[config.mk]
export PLATFORM = sky130hd
export DESIGN_NAME = rsz_bank_resize
export DESIGN_NICKNAME = d
export VERILOG_FILES = /design/src/rtl/rsz_pkg.sv /design/src/rtl/rsz_window_timer.sv /design/src/rtl/rsz_event_count.sv /design/src/rtl/rsz_touch_tracker.sv /design/src/rtl/rsz_bank_resize.sv
export SDC_FILE = /design/constraint.sdc
export NUM_CORES = 2
export LEC_CHECK = 0
export ABC_AREA = 1
export BUFFER_PORTS_ARGS = -buffer_cell sky130_fd_sc_hd__clkbuf_2
export CORE_ASPECT_RATIO = 1.2
export CORE_UTILIZATION = 45
export DETAILED_ROUTE_END_ITERATION = 8
export PLACE_DENSITY = 0.69
export REMOVE_ABC_BUFFERS = 1
export SLEW_MARGIN = 25
export SYNTH_ARGS = -nofsm -noshare
export SYNTH_HDL_FRONTEND = slang
export SYNTH_SLANG_ARGS = --single-unit
[constraint.sdc]
create_clock -name clk -period 9 [get_ports clk]
set_clock_uncertainty 0.1 [all_clocks]
set_input_delay 0.9 -clock clk [delete_from_list [all_inputs] [get_ports clk]]
set_output_delay 0.9 -clock clk [all_outputs]
set_load 0.03 [all_outputs]
[src/rtl/rsz_pkg.sv]
package rsz_pkg;
   typedef enum logic {
      BANK_SMALL = 1'b0,
      BANK_LARGE = 1'b1
   } bank_mode_e;
endpackage

[src/rtl/rsz_window_timer.sv]
module rsz_window_timer #(
   parameter int unsigned INTERVAL_CYCLES = 10_000_000,
   localparam int unsigned TW = $clog2(INTERVAL_CYCLES)
) (
   input  logic clk,
   input  logic rst_n,
   output logic last_o
);
   logic [TW-1:0] pos_q;

   assign last_o = (pos_q == TW'(INTERVAL_CYCLES - 1));

   always_ff @(posedge clk) begin
      if (!rst_n)      pos_q <= '0;
      else if (last_o) pos_q <= '0;
      else             pos_q <= pos_q + 1'b1;
   end
endmodule

[src/rtl/rsz_event_count.sv]
module rsz_event_count #(
   parameter int unsigned CW = 24
) (
   input  logic          clk,
   input  logic          rst_n,
   input  logic          clear_i,
   input  logic          access_i,
   input  logic          miss_i,
   output logic [CW-1:0] acc_next_o,
   output logic [CW-1:0] miss_next_o
);
   logic [CW-1:0] acc_q, miss_q;

   always_comb begin
      acc_next_o  = acc_q  + CW'(access_i);
      miss_next_o = miss_q + CW'(access_i & miss_i);
   end

   always_ff @(posedge clk) begin
      if (!rst_n || clear_i) begin
         acc_q  <= '0;
         miss_q <= '0;
      end else begin
         acc_q  <= acc_next_o;
         miss_q <= miss_next_o;
      end
   end
endmodule

[src/rtl/rsz_touch_tracker.sv]
module rsz_touch_tracker #(
   parameter int unsigned NUM_BLOCKS = 1024,
   localparam int unsigned IDX_W = (NUM_BLOCKS > 1) ? $clog2(NUM_BLOCKS) : 1,
   localparam int unsigned USE_W = $clog2(NUM_BLOCKS + 1)
) (
   input  logic             clk,
   input  logic             rst_n,
   input  logic             clear_i,
   input  logic             touch_i,
   input  logic [IDX_W-1:0] idx_i,
   output logic [USE_W-1:0] used_next_o
);
   logic [NUM_BLOCKS-1:0] seen_q;
   logic [NUM_BLOCKS-1:0] fresh;
   logic [USE_W-1:0]      used_q;

   for (genvar b = 0; b < NUM_BLOCKS; b++) begin : g_blk
      assign fresh[b] = touch_i && (idx_i == IDX_W'(b)) && !seen_q[b];
      always_ff @(posedge clk) begin
         if (!rst_n || clear_i) seen_q[b] <= 1'b0;
         else                   seen_q[b] <= seen_q[b] | fresh[b];
      end
   end

   assign used_next_o = used_q + USE_W'(|fresh);

   always_ff @(posedge clk) begin
      if (!rst_n || clear_i) used_q <= '0;
      else                   used_q <= used_next_o;
   end
endmodule

[src/rtl/rsz_bank_resize.sv]
module rsz_bank_resize
   import rsz_pkg::*;
#(
   parameter int unsigned INTERVAL_CYCLES = 10_000_000,
   parameter int unsigned STALL_CYCLES    = 100_000,
   parameter int unsigned NUM_BLOCKS      = 1024,
   parameter int unsigned SHIFT_W         = 3,
   parameter int unsigned THR_W           = 8,
   localparam int unsigned IDX_W = (NUM_BLOCKS > 1) ? $clog2(NUM_BLOCKS) : 1,
   localparam int unsigned USE_W = $clog2(NUM_BLOCKS + 1)
) (
   input  logic               clk,
   input  logic               rst_n,
   input  logic               access_i,
   input  logic               miss_i,
   input  logic               touch_i,
   input  logic [IDX_W-1:0]   touch_idx_i,
   input  logic [SHIFT_W-1:0] miss_shift_i,
   input  logic [THR_W-1:0]   miss_thr_i,
   input  logic [USE_W-1:0]   use_thr_i,
   output logic               mode_o,
   output logic               grow_o,
   output logic               shrink_o,
   output logic               stall_o
);
   localparam int unsigned CNT_W = $clog2(INTERVAL_CYCLES + 1);
   localparam int unsigned CMP_W = CNT_W + THR_W + (1 << SHIFT_W);

   if (INTERVAL_CYCLES < 2) begin : g_bad_interval
      $error("rsz_bank_resize: INTERVAL_CYCLES must be at least 2");
   end
   if (STALL_CYCLES >= INTERVAL_CYCLES) begin : g_bad_stall
      $error("rsz_bank_resize: STALL_CYCLES must be below INTERVAL_CYCLES");
   end
   if (SHIFT_W < 1 || SHIFT_W > 5) begin : g_bad_shift
      $error("rsz_bank_resize: SHIFT_W must lie in 1..5");
   end

   logic             win_last;
   logic [CNT_W-1:0] acc_next, miss_next;
   logic [USE_W-1:0] used_next;
   logic [CMP_W-1:0] miss_side, acc_side;
   logic             grow_now, shrink_now;
   bank_mode_e       mode_q;

   rsz_window_timer #(.INTERVAL_CYCLES(INTERVAL_CYCLES)) u_timer (
      .clk(clk), .rst_n(rst_n), .last_o(win_last)
   );

   rsz_event_count #(.CW(CNT_W)) u_events (
      .clk(clk), .rst_n(rst_n), .clear_i(win_last),
      .access_i(access_i), .miss_i(miss_i),
      .acc_next_o(acc_next), .miss_next_o(miss_next)
   );

   rsz_touch_tracker #(.NUM_BLOCKS(NUM_BLOCKS)) u_touch (
      .clk(clk), .rst_n(rst_n), .clear_i(win_last),
      .touch_i(touch_i), .idx_i(touch_idx_i), .used_next_o(used_next)
   );

   always_comb begin
      miss_side  = CMP_W'(miss_next) << miss_shift_i;
      acc_side   = CMP_W'(acc_next) * CMP_W'(miss_thr_i);
      grow_now   = win_last && (mode_q == BANK_SMALL) && (acc_next != '0)
                   && (miss_side > acc_side);
      shrink_now = win_last && (mode_q == BANK_LARGE) && (acc_next != '0)
                   && (used_next < use_thr_i);
   end

   always_ff @(posedge clk) begin
      if (!rst_n) begin
         mode_q   <= BANK_SMALL;
         grow_o   <= 1'b0;
         shrink_o <= 1'b0;
      end else begin
         grow_o   <= grow_now;
         shrink_o <= shrink_now;
         if (grow_now)        mode_q <= BANK_LARGE;
         else if (shrink_now) mode_q <= BANK_SMALL;
      end
   end

   assign mode_o = mode_q;

   if (STALL_CYCLES > 0) begin : g_stall
      localparam int unsigned SW = $clog2(STALL_CYCLES + 1);
      logic [SW-1:0] left_q;
      always_ff @(posedge clk) begin
         if (!rst_n)                    left_q <= '0;
         else if (grow_now | shrink_now) left_q <= SW'(STALL_CYCLES);
         else if (left_q != '0)         left_q <= left_q - 1'b1;
      end
      assign stall_o = (left_q != '0);
   end else begin : g_no_stall
      assign stall_o = 1'b0;
   end
endmodule

==> run summary <==
The worst setup path is launched from a primary input. The area added between synthesis and finish came out at 11.1%. The worst hold path terminates at u_timer.pos_q[0]$_SDFF_PP0_. The number of max-cap violations came out at 0. Setup violations remaining at the end of the flow were counted as 0. The reported leakage power came out at 22.5 nW. Measured on the finished design, the core utilization comes to 50.4%. The overall overflow remaining after global route came out at 0. The overall die width is 323 µm.

The area of the die came out at 125000 µm². The time the final worst path needs with I/O delays and setup is 7.59 ns. The Yosys step of the flow raised 0 warnings. The slack of the worst reg-to-reg path is 1.51 ns. The required time at the worst-slack endpoint is 9.54 ns. The first global-routing pass estimated 296000 µm of wire.

For the pin with the worst max-slew slack, the measured transition is 1.21 ns. The total I/O pin count is 41. The finished layout holds 9675 standard cells, fillers aside. The total count of max-transition violations in the final report is 0.

Clock tree synthesis selected as its root buffer the cell sky130_fd_sc_hd__clkbuf_16. The initial antenna violation count is 13. Dividing the final minimum period by the clock period gives 84.3%. The later-pin clock latency in the skew report came out at 0.78 ns.

The category of the most critical setup path is primary input to flop. The overall die height is 388 µm. Once the floorplan was initialized, standard cells occupied 45.4% of the core. Data arrives at the worst endpoint at 8.12 ns. The area share of the largest cell type after synthesis is 40.4%. The part of the Yosys area used for sequential elements is 40.4%. The count of antenna-violating nets left after detailed routing came out at 0. The post-cts hold buffer count is 0. The violation count after the first detailed-routing iteration is 6592. The biggest fanout along the worst timing path is 11.

The global placement routability congestion is 1.01. The timing-limited maximum frequency is 132 MHz. The endpoint kind of the worst setup timing path is a flop. On the critical path, the stage with the largest delay is an instance of sky130_fd_sc_hd__fa_1. The average footprint of a synthesized cell is 6.99 µm². The overall power of the completed layout is 10.8 mW. The average wire per standard cell is 20.9 µm.

In this run the core area contains 141 standard-cell rows. The number of distinct library cells after synthesis came out at 42. The wire-length estimate of the detail-placed layout is 144000 µm. VDD sags by at most 0.170 mV. The post-synthesis async set-or-reset flop share is 0%. The number of hold violations in the final report came out at 0. No sink is reached through more buffers than the 3 on the longest clock path. The TritonCTS sink count is 1127. The relative max-transition margin is 18.8%. Clock-pin slew was measured on the worst setup and hold paths at 0.06 ns.

The count of buffers added on input and output ports is 40. The run finished with clean final reports. In the synthesized netlist the dominant register cell turns out to be sky130_fd_sc_hd__dfxtp_1. Dividing the detail-routed via count by the number of cells gives 5.55.

The number of synthesized flops with an enable pin came out at 0. The instance count of the mapped netlist is 7986. In this run the most critical hold path is launched from u_timer.pos_q[0]$_SDFF_PP0_. Entering global routing, the biggest net connects 231 pins. The routed design has 202000 µm of wire. The end of the worst register-to-register path is g_stall.left_q[12]$_SDFFE_PP0P_.

The count of cells resized by post-cts repair came out at 0. The setup TNS is 0 ns. The most prevalent standard cell on the critical path is sky130_fd_sc_hd__nand2_1. The finished cells cover 62000 µm². The placeable core region came out at 123000 µm². Along the worst hold path, the cell count comes to 1. The number of setup buffers added after CTS is 0. Synthesis inferred 1127 register bits. After the last flow step, the layout net total stands at 8201. The reg-to-reg startpoint is u_events.acc_q[0]$_SDFF_PP0_. Before antenna repair, the detailed router went through 6 iterations. The DRC violation count after routing came out at 0. The power density over cell area is 174 nW/µm². The number of cell instances on the worst register-to-register path is 38. The top cell types in the final layout, fill and taps aside, are sky130_fd_sc_hd__nand2_1, sky130_fd_sc_hd__inv_1, sky130_fd_sc_hd__dfxtp_1. In the final layout, the share of cells above drive strength 1 is 5.86%.

Leaving out fill and tap cells, the most frequent cell in the layout is sky130_fd_sc_hd__nand2_1. The synthesized design spends more area on one cell type than any other, namely sky130_fd_sc_hd__dfxtp_1. The global routing usage summed across all routing layers is 31.7%. The cell area after placement came out at 58000 µm². Buffers inserted during clock tree synthesis total 113. The TritonCTS clock tree is done.

The number of global-route vias before repair is 48300. The biggest cell delay along the critical path is 0.55 ns. Setup repair after global routing left no endpoint under its margin.

After synthesis the cells add up to 55800 µm². After synthesis, the cell types taking the most area are sky130_fd_sc_hd__dfxtp_1, sky130_fd_sc_hd__nand2_1, sky130_fd_sc_hd__a21oi_1, sky130_fd_sc_hd__inv_1, sky130_fd_sc_hd__nand3_1. The H-tree level count is 3. The worst hold path class is flop to flop. The final route contains 53700 vias. Counting tap cells, the placed design contains a total of 9456 instances.
==> how the worst max path moves through the flow <==
stage | slack, ns | cells after the start | start | end
floorplan | -18.36 | 35 | touch_idx_i[9] | g_stall.left_q[14]$_SDFFE_PP0P_
global placement | 0.74 | 40 | access_i | g_stall.left_q[14]$_SDFFE_PP0P_
detailed placement | 0.71 | 40 | access_i | g_stall.left_q[14]$_SDFFE_PP0P_
CTS | 1.50 | 40 | access_i | g_stall.left_q[12]$_SDFFE_PP0P_
global route | 0.86 | 39 | access_i | g_stall.left_q[1]$_SDFFE_PP0P_
finish | 1.41 | 40 | access_i | g_stall.left_q[12]$_SDFFE_PP0P_
==> per-layer routing <==
metal  vias up  global-route usage [%]  wire, µm
met2      2642                    48.3     87900
met1     24900                    37.7     74000
met4        18                    27.4     20000
met5         -                       0       104
met3       724                    6.58     19800
li1      25400                       -         -
==> sequential cells by signal, summed over array words and instances (netlist names) <==
name             flops
g_stall.left_q      17
shrink_o             1
u_events.miss_q     24
u_events.acc_q      24
u_timer.pos_q       24
mode_o               1
u_touch.seen_q    1024
u_touch.used_q      11
grow_o               1
==> critical path: cells and delay by family <==
family	cells	cell delay, ns
compound gates	4	0.83
xor+xnor	2	0.67
fa+ha+maj	7	2.98
buf+inv	6	0.71
simple gates	21	1.97
==> stage by stage <==
| step | setup WS (ns) | hold slack, ns |
|---|---|---|
| 2_1_floorplan | -18.36 | 0.313 |
| 3_3_place_gp | 0.742 | 0.327 |
| 3_5_place_dp | 0.715 | 0.335 |
| 4_1_cts | 1.50 | 0.344 |
| 5_1_grt | 0.864 | 0.357 |
| 6_report | 1.41 | 0.344 |
==> synthesized netlist by cell type, types with 2 or more instances <==
library cell / n
sky130_fd_sc_hd__a211oi_1: 2
sky130_fd_sc_hd__a21o_1: 3
sky130_fd_sc_hd__a21oi_1: 1077
sky130_fd_sc_hd__a31oi_1: 7
sky130_fd_sc_hd__buf_1: 35
sky130_fd_sc_hd__buf_2: 111
sky130_fd_sc_hd__clkbuf_1: 238
sky130_fd_sc_hd__clkinv_1: 6
sky130_fd_sc_hd__dfxtp_1: 1127
sky130_fd_sc_hd__fa_1: 132
sky130_fd_sc_hd__ha_1: 103
sky130_fd_sc_hd__inv_1: 1317
sky130_fd_sc_hd__inv_2: 3
sky130_fd_sc_hd__mux2i_1: 2
sky130_fd_sc_hd__nand2_1: 1485
sky130_fd_sc_hd__nand2_2: 7
sky130_fd_sc_hd__nand3_1: 862
sky130_fd_sc_hd__nand3_2: 3
sky130_fd_sc_hd__nand3b_1: 31
sky130_fd_sc_hd__nand4_1: 201
sky130_fd_sc_hd__nor2_1: 849
sky130_fd_sc_hd__nor2_2: 15
sky130_fd_sc_hd__nor2_4: 3
sky130_fd_sc_hd__nor3_1: 41
sky130_fd_sc_hd__nor3b_1: 3
sky130_fd_sc_hd__nor4_1: 14
sky130_fd_sc_hd__o2111ai_1: 15
sky130_fd_sc_hd__o211ai_1: 3
sky130_fd_sc_hd__o21a_1: 12
sky130_fd_sc_hd__o21ai_0: 59
sky130_fd_sc_hd__o21ai_1: 2
sky130_fd_sc_hd__o21bai_1: 9
sky130_fd_sc_hd__o22ai_1: 122
sky130_fd_sc_hd__or2_2: 14
sky130_fd_sc_hd__xnor2_1: 20
sky130_fd_sc_hd__xnor2_2: 4
sky130_fd_sc_hd__xor2_1: 40
sky130_fd_sc_hd__xor2_2: 5
==> power by group <==
group | total, mW | leakage, nW | switching [mW] | internal (mW)
sequential | 5.05 | 9.08 | 0.0268 | 5.03
combinational | 0.766 | 11.5 | 0.559 | 0.207
clock | 4.97 | 1.92 | 2.13 | 2.85
total | 10.8 | 22.5 | 2.71 | 8.08
==> cell families (layout without fill, tap and decap cells) <==
group | count (synthesis) | count (layout) | synth area share (%)
simple gates | 3529 | 3529 | 27.2
buf+inv | 1711 | 1752 | 11.8
compound gates | 1313 | 1313 | 12.3
flops | 1127 | 1127 | 40.4
fa+ha+maj | 235 | 235 | 7.05
xor+xnor | 69 | 69 | 1.20
mux | 2 | 2 | 0.0359
other cells | 0 | 4 | 0
==> final cells by class <==
cell class	instances	area, µm²
fill	12000	61000
clock buffer	177	3420
timing repair buffer	213	1730
antenna	4	10.0
clock inverter	36	487
tap	1644	2060
sequential	1127	22600
multi-input combinational	5148	26700
inverter	1326	5000
Note: power is estimated with default switching activity, not from simulation.
